[config.mk]
export PLATFORM = sky130hd
export DESIGN_NAME = fsi_irq_ctrl
export DESIGN_NICKNAME = d
export VERILOG_FILES = /design/src/rtl/fsi_pkg.sv /design/src/rtl/fsi_ctrl_reg.sv /design/src/rtl/fsi_event_sel.sv /design/src/rtl/fsi_pend.sv /design/src/rtl/fsi_irq_ctrl.sv
export SDC_FILE = /design/constraint.sdc
export NUM_CORES = 1
export LEC_CHECK = 0
export ABC_AREA = 1
export BUFFER_PORTS_ARGS = -buffer_cell sky130_fd_sc_hd__buf_2
export CORE_ASPECT_RATIO = 1.4
export CORE_UTILIZATION = 32
export DETAILED_ROUTE_END_ITERATION = 8
export MAX_ROUTING_LAYER = met4
export PLACE_DENSITY = 0.81
export SYNTH_ARGS = -nofsm -noshare
export SYNTH_HDL_FRONTEND = slang
export SYNTH_SLANG_ARGS = --single-unit
[constraint.sdc]
create_clock -name clk_i -period 0.98 [get_ports clk_i]
set_input_delay 0.098 -clock clk_i [delete_from_list [all_inputs] [get_ports clk_i]]
set_output_delay 0.098 -clock clk_i [all_outputs]
set_load 0.03 [all_outputs]
[src/rtl/fsi_pkg.sv]
package fsi_pkg;
  localparam int SEL_W  = 2;
  localparam int NUM_PH = 1 << SEL_W;
  localparam int NUM_SEL = 2;

  localparam logic [SEL_W-1:0] PH_BPORCH = 2'd0;
  localparam logic [SEL_W-1:0] PH_VSYNC  = 2'd1;
  localparam logic [SEL_W-1:0] PH_ACTIVE = 2'd2;
  localparam logic [SEL_W-1:0] PH_FPORCH = 2'd3;
  localparam logic [SEL_W-1:0] SEL_NONE  = 2'd3;

  localparam int ADDR_CTRL = 0;
  localparam int ADDR_STAT = 1;

  typedef struct packed {
    logic [SEL_W-1:0] sel_b;
    logic [SEL_W-1:0] sel_a;
    logic             frame_en;
    logic             glob_en;
  } ctrl_t;

  localparam int CTRL_W = $bits(ctrl_t);
endpackage

[src/rtl/fsi_ctrl_reg.sv]
module fsi_ctrl_reg
  import fsi_pkg::*;
(
  input  logic         clk_i,
  input  logic         rst_ni,
  input  logic         we_i,
  input  ctrl_t        d_i,
  output ctrl_t        q_o
);
  always_ff @(posedge clk_i or negedge rst_ni) begin
    if (!rst_ni)   q_o <= '0;
    else if (we_i) q_o <= d_i;
  end
endmodule

[src/rtl/fsi_event_sel.sv]
module fsi_event_sel
  import fsi_pkg::*;
#(
  parameter bit HAS_NONE = 1'b0
) (
  input  logic [SEL_W-1:0]  sel_i,
  input  logic [NUM_PH-1:0] phase_i,
  output logic              hit_o
);
  logic muted;
  generate
    if (HAS_NONE) begin : g_none
      assign muted = (sel_i == SEL_NONE);
    end else begin : g_full
      assign muted = 1'b0;
    end
  endgenerate

  assign hit_o = phase_i[sel_i] & ~muted;
endmodule

[src/rtl/fsi_pend.sv]
module fsi_pend (
  input  logic clk_i,
  input  logic rst_ni,
  input  logic set_i,
  input  logic clr_i,
  output logic pend_o
);
  // set wins over clear in the same cycle
  always_ff @(posedge clk_i or negedge rst_ni) begin
    if (!rst_ni) pend_o <= 1'b0;
    else         pend_o <= set_i | (pend_o & ~clr_i);
  end
endmodule

[src/rtl/fsi_irq_ctrl.sv]
module fsi_irq_ctrl
  import fsi_pkg::*;
#(
  parameter int ADDR_W = 2,
  parameter int DATA_W = 32
) (
  input  logic              clk_i,
  input  logic              rst_ni,
  input  logic [NUM_PH-1:0] phase_i,
  input  logic              wr_en_i,
  input  logic [ADDR_W-1:0] addr_i,
  input  logic [DATA_W-1:0] wdata_i,
  output logic [DATA_W-1:0] rdata_o,
  output logic              irq_o
);
  localparam logic [ADDR_W-1:0] A_CTRL = ADDR_W'(ADDR_CTRL);
  localparam logic [ADDR_W-1:0] A_STAT = ADDR_W'(ADDR_STAT);

  ctrl_t ctrl_q;
  logic  ctrl_we, stat_clr, any_hit, pend_q;
  logic [NUM_SEL-1:0] sel_hit;
  logic [SEL_W-1:0]   sel_val [NUM_SEL];

  assign ctrl_we  = wr_en_i && (addr_i == A_CTRL);
  assign stat_clr = wr_en_i && (addr_i == A_STAT) && wdata_i[0];

  fsi_ctrl_reg u_ctrl (
    .clk_i  (clk_i),
    .rst_ni (rst_ni),
    .we_i   (ctrl_we),
    .d_i    (ctrl_t'(wdata_i[CTRL_W-1:0])),
    .q_o    (ctrl_q)
  );

  assign sel_val[0] = ctrl_q.sel_a;
  assign sel_val[1] = ctrl_q.sel_b;

  for (genvar g = 0; g < NUM_SEL; g++) begin : g_sel
    fsi_event_sel #(.HAS_NONE(g != 0)) u_sel (
      .sel_i   (sel_val[g]),
      .phase_i (phase_i),
      .hit_o   (sel_hit[g])
    );
  end

  assign any_hit = |sel_hit;

  fsi_pend u_pend (
    .clk_i  (clk_i),
    .rst_ni (rst_ni),
    .set_i  (any_hit),
    .clr_i  (stat_clr),
    .pend_o (pend_q)
  );

  always_comb begin
    rdata_o = '0;
    if (addr_i == A_CTRL)      rdata_o[CTRL_W-1:0] = ctrl_q;
    else if (addr_i == A_STAT) rdata_o[0]          = pend_q;
  end

  assign irq_o = pend_q & ctrl_q.glob_en & ctrl_q.frame_en;
endmodule

======== After elaboration in Yosys (flattened, before gate mapping) ========
Cells that the tools add are included.
cells by class
  magnitude comparators ................... 2
  equal/unequal tests ..................... 2
  mux-type cells .......................... 7
  bitwise logic cells ..................... 7
  reduce and logical (&&, ||, !) cells .... 5
operator list
  cell                                                                           number
  2-bit by 3-bit less-than comparator with 1-bit output (second input constant)  2
  5-bit two-way mux                                                              1
  1-bit AND                                                                      4
  1-bit binary-select mux with 2-bit select                                      2
  1-bit two-way mux                                                              4
  1-bit logical AND                                                              3
  2-bit by 1-bit == test with 1-bit output (second input constant)               1
  2-bit == test (second input constant)                                          1
  2-bit logical NOT                                                              1
  1-bit inverter                                                                 2
  2-bit OR reduction                                                             1
  1-bit OR                                                                       1
storage, ports and cells
  flip-flop bits (word level) ............. 7
  input port bits ......................... 41
  output and inout port bits .............. 33
  word-level logic and storage cells ...... 28

======== Logic depth before layout (Yosys ltp) ========
Gate-level depths: netlist (run 1).
  word-level depth ........................ 6
  mapped depth ............................ 6
  gate-level depth less buffers ........... 6

======== By module ========
A second synthesis (run 1) with hierarchy kept.
second synthesis, totals
  cell total of the unflattened synthesis .. 103
  area total of the unflattened synthesis .. 644.4 um2
modules (own cells, without submodules)
  module                          times used  cells an instance  area each (um2)  seq. area each (um2)
  fsi_irq_ctrl                    1           51                 295.3            0.0
  fsi_ctrl_reg                    1           25                 221.5            150.1
  fsi_event_sel (g_sel[0].u_sel)  1           13                 51.3             0.0
  fsi_pend                        1           5                  40.0             25.0
  fsi_event_sel (g_sel[1].u_sel)  1           9                  36.3             0.0

======== Worst setup path after synthesis (run 1) ========
Ideal clock, no wire load.
  path kind ............................... reg-to-output
  from .................................... reg u_ctrl.q_o[2] (netlist bit)
  to ...................................... out rdata_o[2]
  arrival time ............................ 0.830 ns
  data required time ...................... 0.882 ns
  setup slack ............................. 0.052 ns
  stages on the path, launching flop included .. 3
  path buffers ............................ 0
  cell sequence ........................... dfrtp_1 > inv_2 > nor2_1
between the ends
  word-level cells in the longest chain between the ends .. 1
ends and longest elaborated chain
  item                      line                text
  start: declaration        fsi_ctrl_reg.sv:8   output ctrl_t q_o
  start signal: assignment  fsi_ctrl_reg.sv:12  else if (we_i) q_o <= d_i;
  5-bit two-way mux         fsi_irq_ctrl.sv:58  if (addr_i == A_CTRL) rdata_o[CTRL_W-1:0] = ctrl_q;
  end: declaration          fsi_irq_ctrl.sv:13  output logic [DATA_W-1:0] rdata_o,
No other way between the ends.

======== Worst setup path after layout (run 1) ========
  from .................................... reg u_ctrl.q_o[1] (netlist bit)
  to ...................................... out rdata_o[1]
Same word-level chain as after synthesis.

==> flow_summary.yaml, run 1 <==
global_route:
  grt_pass1_vias: 502
  antenna_found_initial: 0
  grt_max_degree: 12
  grt_overflow_total: 0
  grt_pass1_wl_um: 1860
  track_usage: 0.129
worst_setup_path:
  arrival_ps: 920
  timing.rr.start: "u_ctrl.q_o[2]$_DFFE_PN0P_"
  rr_endpoint: "u_pend.pend_o$_DFF_PN0_"
  critPathRequiredTime_ps: 880
  start_kind: "flop"
  reg2regPathDepth: 6
  crit_path_start: "u_ctrl.q_o[1]$_DFFE_PN0P_"
  cp_max_fo: 3
  path_class: "reg2out"
  reg2reg_slack_ps: 40
  end_kind: "primary output"
  worstSetupEndpoint: "rdata_o[1]"
yosys:
  synth_area_leaders: "buf_4 (31%), dfrtp_1 (28%), a21oi_2 (6.9%), nand2_1 (6.5%), nor2_1 (5.9%)"
  ys.flop_type: "dfrtp_1"
  synthXorXnorAreaFrac: 0
  syn_avg_cell_area_um2: 7.36
  muxShareOfSynthArea: 0
  yosysMostFrequentCell: "buf_4"
  yosysWarnings: 0
  synth_top_family_by_area: "buffers and inverters"
  seq_area_frac_synth: 0.277
  yosys.area.top_type: "buf_4"
  synth_edf_count: 0
  ys_types: 17
  synth_common_cells: "buf_4 (26), nand2_1 (11), nor2_1 (10)"
  synth_area_um2: 633
  synth_adder_area_share: 0
  synth-compound-area-share: 0.0850
  syn-instance-count: 86
  synthSimpleGateAreaFrac: 0.241
  ys_ff_latch: 7
  synthArstFlopShare: 1.00
  synth_top_area_share: 0.308
floorplanning:
  core_area_mm2: 0.00180
  rows: 18
  die_width_um: 39.6
  die-area_mm2: 0.00216
  die_y_um: 54.6
  io-pin-count: 74
  initial_utilization: 0.351
power_and_ir_drop:
  p_comb_frac: 0.469
  total_power_uw: 1160
  ir_worst_vdd_uv: 806
  power_per_cell_area_mw_per_mm2: 1440
  intPower_uw: 677
  seq_power_share: 0.307
  leakagePower_uw: 0.000454
  clock_power_share: 0.224
  switching_share: 0.416
  p_sw_uw: 482
sta:
  finalSetupViolCount: 5
  setup_slack_ps: -41.0
  fmaxAchievable_ghz: 0.979
  finalCritPeriodShare: 1.04
  maxSlewViolCount: 0
  hold_violations: 0
  skew_ps: 0.724
  rsz0062_at_grt: "yes"
  finalCriticalPeriod_ps: 1020
clocking:
  clock_latency_ps: 250
  cts_tree: "done"
  cts_buffers: 3
  cts_root_buffer: "clkbuf_4"
  clk_pin_slew_ps: 50
  cts_buffer_depth: 2
  ctsHtreeMaxLevel: 1
  clkSinkCount: 7
finish:
  antennaDiodeCount: 0
  area_growth_pct: 27.3
  post-route-util: 0.447
  fin_nets: 159
  drive_above_1_share: 0.453
placement:
  gp_congestion: 0.714
  place_hpwl_um: 903
  io_buffers: 21
detailed_routing:
  drcViolationCount: 0
  vias: 561
  drtIter0Drc: 9
  first_pass_iters: 4
  via_per_inst: 4.09
  wl_um: 1220
  antenna_left: 0
  wl_per_cell_um: 8.93
outcome:
  status: "finished, violations left"
  violations: "negative setup slack"
hold_path:
  min_path_type: "in2reg"
flow_run:
  max_cap_violations: 0
area by class of cell:
cell class | instances | area [µm²]
Fill cell | 202 | 996
Tap cell | 20 | 25.0
Inverter | 11 | 41.3
Clock buffer | 4 | 26.3
Sequential cell | 7 | 175
Timing Repair Buffer | 29 | 208
Multi-Input combinational cell | 66 | 330
kinds of logic (layout without fill, tap and decap cells):
kind of cell,count (synthesis),after routing
other,1,26
flip-flops,7,7
buffers and inverters,38,44
AO/OA/AOI/OAI,7,7
AND/OR/NAND/NOR,33,33
registers in the layout, indices dropped and copies added, names as in the netlist:
| register | cells |
|---|---|
| u_ctrl.q_o | 6 |
| u_pend.pend_o | 1 |
per-stage QoR:
step	worst slack [ps]	TNS, ps	hold slack, ps	instances	area [µm²]
floorplan	52.4	0	-198	111	727
global placement	61.7	0	-65.7	125	651
detailed placement	54.0	0	-56.5	125	651
CTS	-70.3	-218	83.2	135	763
global route	-119	-545	94.6	137	806
finish	-41.0	-143	91.1	137	806
layer usage:
| layer | vias to the layer above | share of wire | GRT usage |
|---|---|---|---|
| met3 | 2 | 0.11 | 0.0366 |
| met1 | 253 | 0.38 | 0.135 |
| li1 | 270 | - | - |
| met5 | - | 0 | - |
| met2 | 36 | 0.51 | 0.213 |
| met4 | 0 | 0.0065 | 0.0690 |
power groups by stage:
| stage | logic [µW] | registers (µW) | clock network (µW) |
|---|---|---|---|
| 3_5_place_dp | 407 | 360 | 0 |
| 3_3_place_gp | 397 | 358 | 0 |
| 2_1_floorplan | 401 | 356 | 0 |
| 6_report | 543 | 356 | 260 |
| 5_1_grt | 594 | 362 | 289 |
| 4_1_cts | 498 | 354 | 269 |
worst min-delay path by stage:
| stage | startpoint | to | slack, ps | depth (start not counted) |
|---|---|---|---|---|
| after floorplan | rst_ni | u_ctrl.q_o[0]$_DFFE_PN0P_ | -200 | 0 |
| after global placement | rst_ni | u_ctrl.q_o[5]$_DFFE_PN0P_ | -70 | 1 |
| after detailed placement | rst_ni | u_ctrl.q_o[5]$_DFFE_PN0P_ | -60 | 1 |
| after CTS | wdata_i[1] | u_ctrl.q_o[1]$_DFFE_PN0P_ | 80 | 3 |
| after global routing | wdata_i[1] | u_ctrl.q_o[1]$_DFFE_PN0P_ | 90 | 3 |
| final | wdata_i[1] | u_ctrl.q_o[1]$_DFFE_PN0P_ | 90 | 3 |
what timing repair did:
| item | 4_1_cts | 5_1_grt |
|---|---|---|
| pin swaps | 5 | 1 |
| setup buffers | 5 | 2 |
| endpoints found under the hold margin | 7 | 0 |
| hold buffers | 1 | 0 |
| gates resized for setup | 16 | 8 |
| setup endpoints to repair | 7 | 8 |
cells in the final DEF, fill, tap and decap left out, drive strengths merged:
cell type	netlist	final
o21ai	1	1
clkbuf	0	4
nand3	4	4
a21oi	6	6
buf	27	28
dfrtp	7	7
nor3	1	1
nand2	12	12
nor2	15	15
nand4	1	1
dlygate4sd3	0	1
conb	1	26
inv	11	11
worst max-delay path, stage by stage (launching register included):
cell	delay (ps)
dfrtp_1	350
inv_1	100
nor2_1	60
buf_4	170
(Power assumes the default switching activity.)
==> run 2: changes to the inputs <==
--- a/config.mk
+++ b/config.mk
@@ -8,6 +8,7 @@
 export ABC_AREA = 1
 export BUFFER_PORTS_ARGS = -buffer_cell sky130_fd_sc_hd__buf_2
 export CORE_ASPECT_RATIO = 1.4
+export CORE_MARGIN = 2
 export CORE_UTILIZATION = 32
 export DETAILED_ROUTE_END_ITERATION = 8
 export MAX_ROUTING_LAYER = met4
==> flow_summary.yaml, run 2 (synthesis gave the netlist of run 1 again) <==
worst_setup_path:
  reg2reg_slack_ps: -30
  timing.rr.start: "u_ctrl.q_o[4]$_DFFE_PN0P_"
  arrival_ps: 950
  end_kind: "primary output"
  critPathRequiredTime_ps: 880
  cp_max_fo: 3
  path_class: "reg2out"
  reg2regPathDepth: 5
  rr_endpoint: "u_pend.pend_o$_DFF_PN0_"
  start_kind: "flop"
power_and_ir_drop:
  leakagePower_uw: 0.000457
  clock_power_share: 0.226
  p_comb_frac: 0.470
  seq_power_share: 0.304
  total_power_uw: 1170
  ir_worst_vdd_uv: 546
  p_sw_uw: 491
  intPower_uw: 682
  switching_share: 0.419
  power_per_cell_area_mw_per_mm2: 1440
global_route:
  grt_overflow_total: 0
  grt_pass1_wl_um: 2010
  antenna_found_initial: 0
  grt_max_degree: 12
  track_usage: 0.118
  grt_pass1_vias: 507
clocking:
  ctsHtreeMaxLevel: 1
  cts_buffer_depth: 2
  cts_buffers: 3
  clkSinkCount: 7
  clock_latency_ps: 260
  clk_pin_slew_ps: 50
  cts_root_buffer: "clkbuf_4"
  cts_tree: "done"
hold_path:
  whs_path_depth: 3
  hold_start: "wdata_i[5]"
  min_path_type: "in2reg"
  min_to: "u_ctrl.q_o[5]$_DFFE_PN0P_"
finish:
  antennaDiodeCount: 0
  design_area_um2: 815
  largest_reg_flops: 6
  layout_common_cells: "conb_1 (26), buf_2 (14), nand2_1 (11)"
  post-route-util: 0.423
  drive_above_1_share: 0.466
  area_growth_pct: 28.7
  top_register: "u_ctrl.q_o"
  layout_commonest_cell: "conb_1"
  top_regs: "u_ctrl.q_o x6, u_pend.pend_o x1"
  fin_nets: 160
  final_cells: 139
floorplanning:
  die-area_mm2: 0.00236
  rows: 19
  initial_utilization: 0.329
  core_area_mm2: 0.00193
  io-pin-count: 74
  die_width_um: 41.6
  die_y_um: 56.6
sta:
  finalSetupViolCount: 8
  finalCriticalPeriod_ps: 1050
  finalCritPeriodShare: 1.07
  fin_setup_tns_ps: -206
  skew_ps: 3.56
  fmaxAchievable_ghz: 0.957
  rsz0062_at_grt: "yes"
  maxSlewViolCount: 0
  setup_slack_ps: -65.1
  hold_violations: 0
placement:
  gp_congestion: 0.753
  place_hpwl_um: 1010
  dp.cells: 126
  io_buffers: 21
  dpl_cell_area_um2: 652
detailed_routing:
  drcViolationCount: 0
  first_pass_iters: 5
  via_per_inst: 3.94
  wl_per_cell_um: 9.09
  wl_um: 1260
  antenna_left: 0
  vias: 548
  drtIter0Drc: 14
outcome:
  violations: "negative setup slack"
  status: "finished, violations left"
flow_run:
  max_cap_violations: 0
## run 2: final cells by class
cell class              instances  area [µm²]
well taps                      21        26.3
flip-flops and latches          7         175
repair buffers                 30         215
multi-input cells              66         330
inverters                      11        41.3
clock buffers                   4        26.3
fillers                       207        1110
## run 2: what timing repair did
action | 4_1_cts | 5_1_grt
hold buffers | 1 | 0
gates resized for setup | 19 | 6
endpoints found under the setup margin | 7 | 8
setup buffers | 4 | 4
hold endpoints to repair | 7 | 0
pin swaps | 6 | 2
## run 2: how the worst max path moves through the flow
stage / from / endpoint / depth (start not counted) / slack [ps]
after detailed placement: u_ctrl.q_o[2]$_DFFE_PN0P_ / u_pend.pend_o$_DFF_PN0_ / 6 / 20
after global routing: u_pend.pend_o$_DFF_PN0_ / irq_o / 3 / -120
after floorplan: u_ctrl.q_o[2]$_DFFE_PN0P_ / rdata_o[2] / 2 / 50
after global placement: addr_i[1] / u_ctrl.q_o[2]$_DFFE_PN0P_ / 5 / 60
after CTS: u_pend.pend_o$_DFF_PN0_ / irq_o / 3 / -80
final: u_pend.pend_o$_DFF_PN0_ / irq_o / 3 / -70
## run 2: through the flow
| step | hold WS (ps) | worst slack, ps |
|---|---|---|
| finish | 78.8 | -65.1 |
| detailed placement | -60.5 | 18.0 |
| floorplan | -198 | 52.4 |
| CTS | 80.9 | -78.8 |
| global route | 94.5 | -116 |
| global placement | -67.8 | 61.5 |
## run 2: power by group through the flow
stage          Sequential [µW]  Combinational [µW]  Clock (µW)
6_report                   356                 552         266
5_1_grt                    360                 598         283
4_1_cts                    355                 497         271
3_5_place_dp               362                 409           0
3_3_place_gp               358                 398           0
2_1_floorplan              356                 401           0
## run 2: layer usage
layer,track usage,vias up,wire length [µm]
met1,0.128,236,457
li1,-,271,-
met5,-,-,0
met3,0.0257,5,108
met4,0.0829,0,44
met2,0.188,36,653
## run 2: critical path, cell delays in order (launching register included)
cell and delay [ps]:
dfrtp_1 370, nand2_1 60, nor2_1 90, buf_4 160
==> run 3: changes to the inputs <==
--- a/config.mk
+++ b/config.mk
@@ -5,14 +5,13 @@
 export SDC_FILE = /design/constraint.sdc
 export NUM_CORES = 1
 export LEC_CHECK = 0
-export ABC_AREA = 1
 export BUFFER_PORTS_ARGS = -buffer_cell sky130_fd_sc_hd__buf_2
 export CORE_ASPECT_RATIO = 1.4
 export CORE_MARGIN = 2
 export CORE_UTILIZATION = 32
 export DETAILED_ROUTE_END_ITERATION = 8
 export MAX_ROUTING_LAYER = met4
-export PLACE_DENSITY = 0.81
+export PLACE_DENSITY = 0.82
 export SYNTH_ARGS = -nofsm -noshare
 export SYNTH_HDL_FRONTEND = slang
 export SYNTH_SLANG_ARGS = --single-unit
==> flow_summary.yaml, run 3 <==
outcome:
  status: "finished, violations left"
  violations: "negative setup slack"
hold_path:
  min_to: "u_ctrl.q_o[1]$_DFFE_PN0P_"
  hold_start: "wdata_i[1]"
  whs_path_depth: 2
  min_path_type: "in2reg"
sta:
  rsz0062_at_grt: "yes"
  finalSetupViolCount: 9
  hold_violations: 0
  skew_ps: 0.0404
  setup_slack_ps: -260
  maxSlewViolCount: 0
  finalCriticalPeriod_ps: 1240
  finalCritPeriodShare: 1.26
  fmaxAchievable_ghz: 0.807
placement:
  dp.cells: 103
  gp_congestion: 0.705
  io_buffers: 21
  place_hpwl_um: 889
clocking:
  cts_buffers: 3
  clk_pin_slew_ps: 50
  clock_latency_ps: 250
  clkSinkCount: 7
  cts_root_buffer: "clkbuf_4"
  ctsHtreeMaxLevel: 1
  cts_buffer_depth: 2
  cts_tree: "done"
finish:
  multi_input_area_um2: 328
  largest_reg_flops: 6
  fin_nets: 138
  area_growth_pct: 41.5
  drive_above_1_share: 0.552
  seqCellArea_um2: 175
  top_regs: "u_ctrl.q_o x6, u_pend.pend_o x1"
  n_fill_cell: 171
  layout_common_cells: "conb_1 (26), buf_2 (14), buf_4 (11)"
  top_register: "u_ctrl.q_o"
  layout_commonest_cell: "conb_1"
  antennaDiodeCount: 0
  post-route-util: 0.484
  final_cells: 116
floorplanning:
  die-area_mm2: 0.00224
  die_y_um: 55.3
  initial_utilization: 0.342
  core_area_mm2: 0.00176
  rows: 18
  io-pin-count: 74
  die_width_um: 40.6
worst_setup_path:
  reg2reg_slack_ps: -260
  worst-path-buf-inv: 0
  reg2regPathDepth: 2
  start_kind: "flop"
  arrival_ps: 1370
  end_kind: "flop"
  path_class: "reg2reg"
  cpLargestDelayFamily: "multiplexers"
  slowest_stage: "mux4_2"
  timing.rr.start: "u_ctrl.q_o[2]$_DFFE_PN0P_"
  critPathRequiredTime_ps: 1110
  crit_chain: "mux4_2, a211o_1"
  cp_max_fo: 2
  cpPeakStageDelay_ps: 500
  rr_endpoint: "u_pend.pend_o$_DFF_PN0_"
yosys:
  ys_ff_latch: 7
  ys.flop_type: "dfrtp_1"
  yosysMostFrequentCell: "buf_4"
  synthArstFlopShare: 1.00
  synth_edf_count: 0
  syn-instance-count: 57
  yosysWarnings: 0
  syn_avg_cell_area_um2: 10.5
  synth_area_um2: 601
  synth_area_leaders: "buf_4 (32%), dfrtp_1 (29%), mux2_4 (15%), and2_1 (5.2%), mux4_2 (3.8%)"
  synth_common_cells: "buf_4 (26), dfrtp_1 (7), mux2_4 (6)"
  yosys.area.top_type: "buf_4"
  seq_area_frac_synth: 0.292
  synth_top_area_share: 0.325
  ys_types: 16
global_route:
  track_usage: 0.118
  antenna_found_initial: 0
  grt_max_degree: 8
  grt_pass1_wl_um: 1740
  grt_pass1_vias: 421
  grt_overflow_total: 0
detailed_routing:
  vias: 461
  wl_um: 1130
  antenna_left: 0
  drtIter0Drc: 6
  first_pass_iters: 2
  drcViolationCount: 0
  via_per_inst: 3.97
  wl_per_cell_um: 9.74
power_and_ir_drop:
  power_per_cell_area_mw_per_mm2: 1470
  ir_worst_vdd_uv: 557
  leakagePower_uw: 0.000459
flow_run:
  max_cap_violations: 0
==> run 3: through the flow <==
stage	setup slack [ps]	power (µW)	TNS [ps]	area [µm²]	hold WS, ps
global route	-304	1320	-1380	850	66.2
floorplan	-202	780	-202	694	-198
finish	-260	1250	-1010	850	79.1
detailed placement	-244	837	-705	683	-64.2
CTS	-250	1260	-1060	842	68.5
global placement	-196	824	-577	683	-66.6
==> run 3: logic make-up after synthesis <==
kind of cell | after synthesis | share of synthesized area
buf+inv | 27 | 0.344
simple gates | 11 | 0.113
mux | 9 | 0.221
flops | 7 | 0.292
compound gates | 2 | 0.0250
other cells | 1 | 0.00624
==> run 3: power breakdown <==
part,switching (µW),internal (µW)
logic,300,312
clock network,100,155
registers,39.7,339
==> run 3: repair_timing <==
| action | in CTS | in global routing |
|---|---|---|
| hold endpoints to repair | 7 | 0 |
| setup buffers | 7 | 1 |
| hold buffers | 1 | 0 |
| pin swaps | 1 | 1 |
| setup endpoints to repair | 8 | 10 |
| resized for setup | 22 | 0 |
==> run 3: area by class of cell <==
| class | count | area share |
|---|---|---|
| flip-flops and latches | 7 | 0.206 |
| multi-input cells | 48 | 0.386 |
| well taps | 20 | 0.0295 |
| repair buffers | 37 | 0.348 |
| clock buffers | 4 | 0.0309 |
==> run 3: worst max-delay path by stage <==
stage                                    from  slack, ps  cells after the start                 endpoint
floorplan           u_ctrl.q_o[2]$_DFFE_PN0P_       -200                      2  u_pend.pend_o$_DFF_PN0_
global placement    u_ctrl.q_o[2]$_DFFE_PN0P_       -200                      2  u_pend.pend_o$_DFF_PN0_
detailed placement  u_ctrl.q_o[2]$_DFFE_PN0P_       -240                      2  u_pend.pend_o$_DFF_PN0_
CTS                 u_ctrl.q_o[2]$_DFFE_PN0P_       -250                      2  u_pend.pend_o$_DFF_PN0_
global route        u_ctrl.q_o[2]$_DFFE_PN0P_       -300                      2  u_pend.pend_o$_DFF_PN0_
finish              u_ctrl.q_o[2]$_DFFE_PN0P_       -260                      2  u_pend.pend_o$_DFF_PN0_
==> run 3: worst reg2reg max path, delay by kind of cell (launching register included) <==
family	cells	cell delay, ps
AOI/OAI and AO/OA	1	240
muxes	1	500
DFF	1	380
==> run 3: routing by layer <==
metal / routed length, µm / share of wire / global-route usage / up-vias
met4: 15 / 0.013 / 0.0714 / 0
met1: 386 / 0.34 / 0.124 / 207
met2: 600 / 0.53 / 0.188 / 39
met5: 0 / 0 / - / -
li1: - / - / - / 213
met3: 127 / 0.11 / 0.0241 / 2
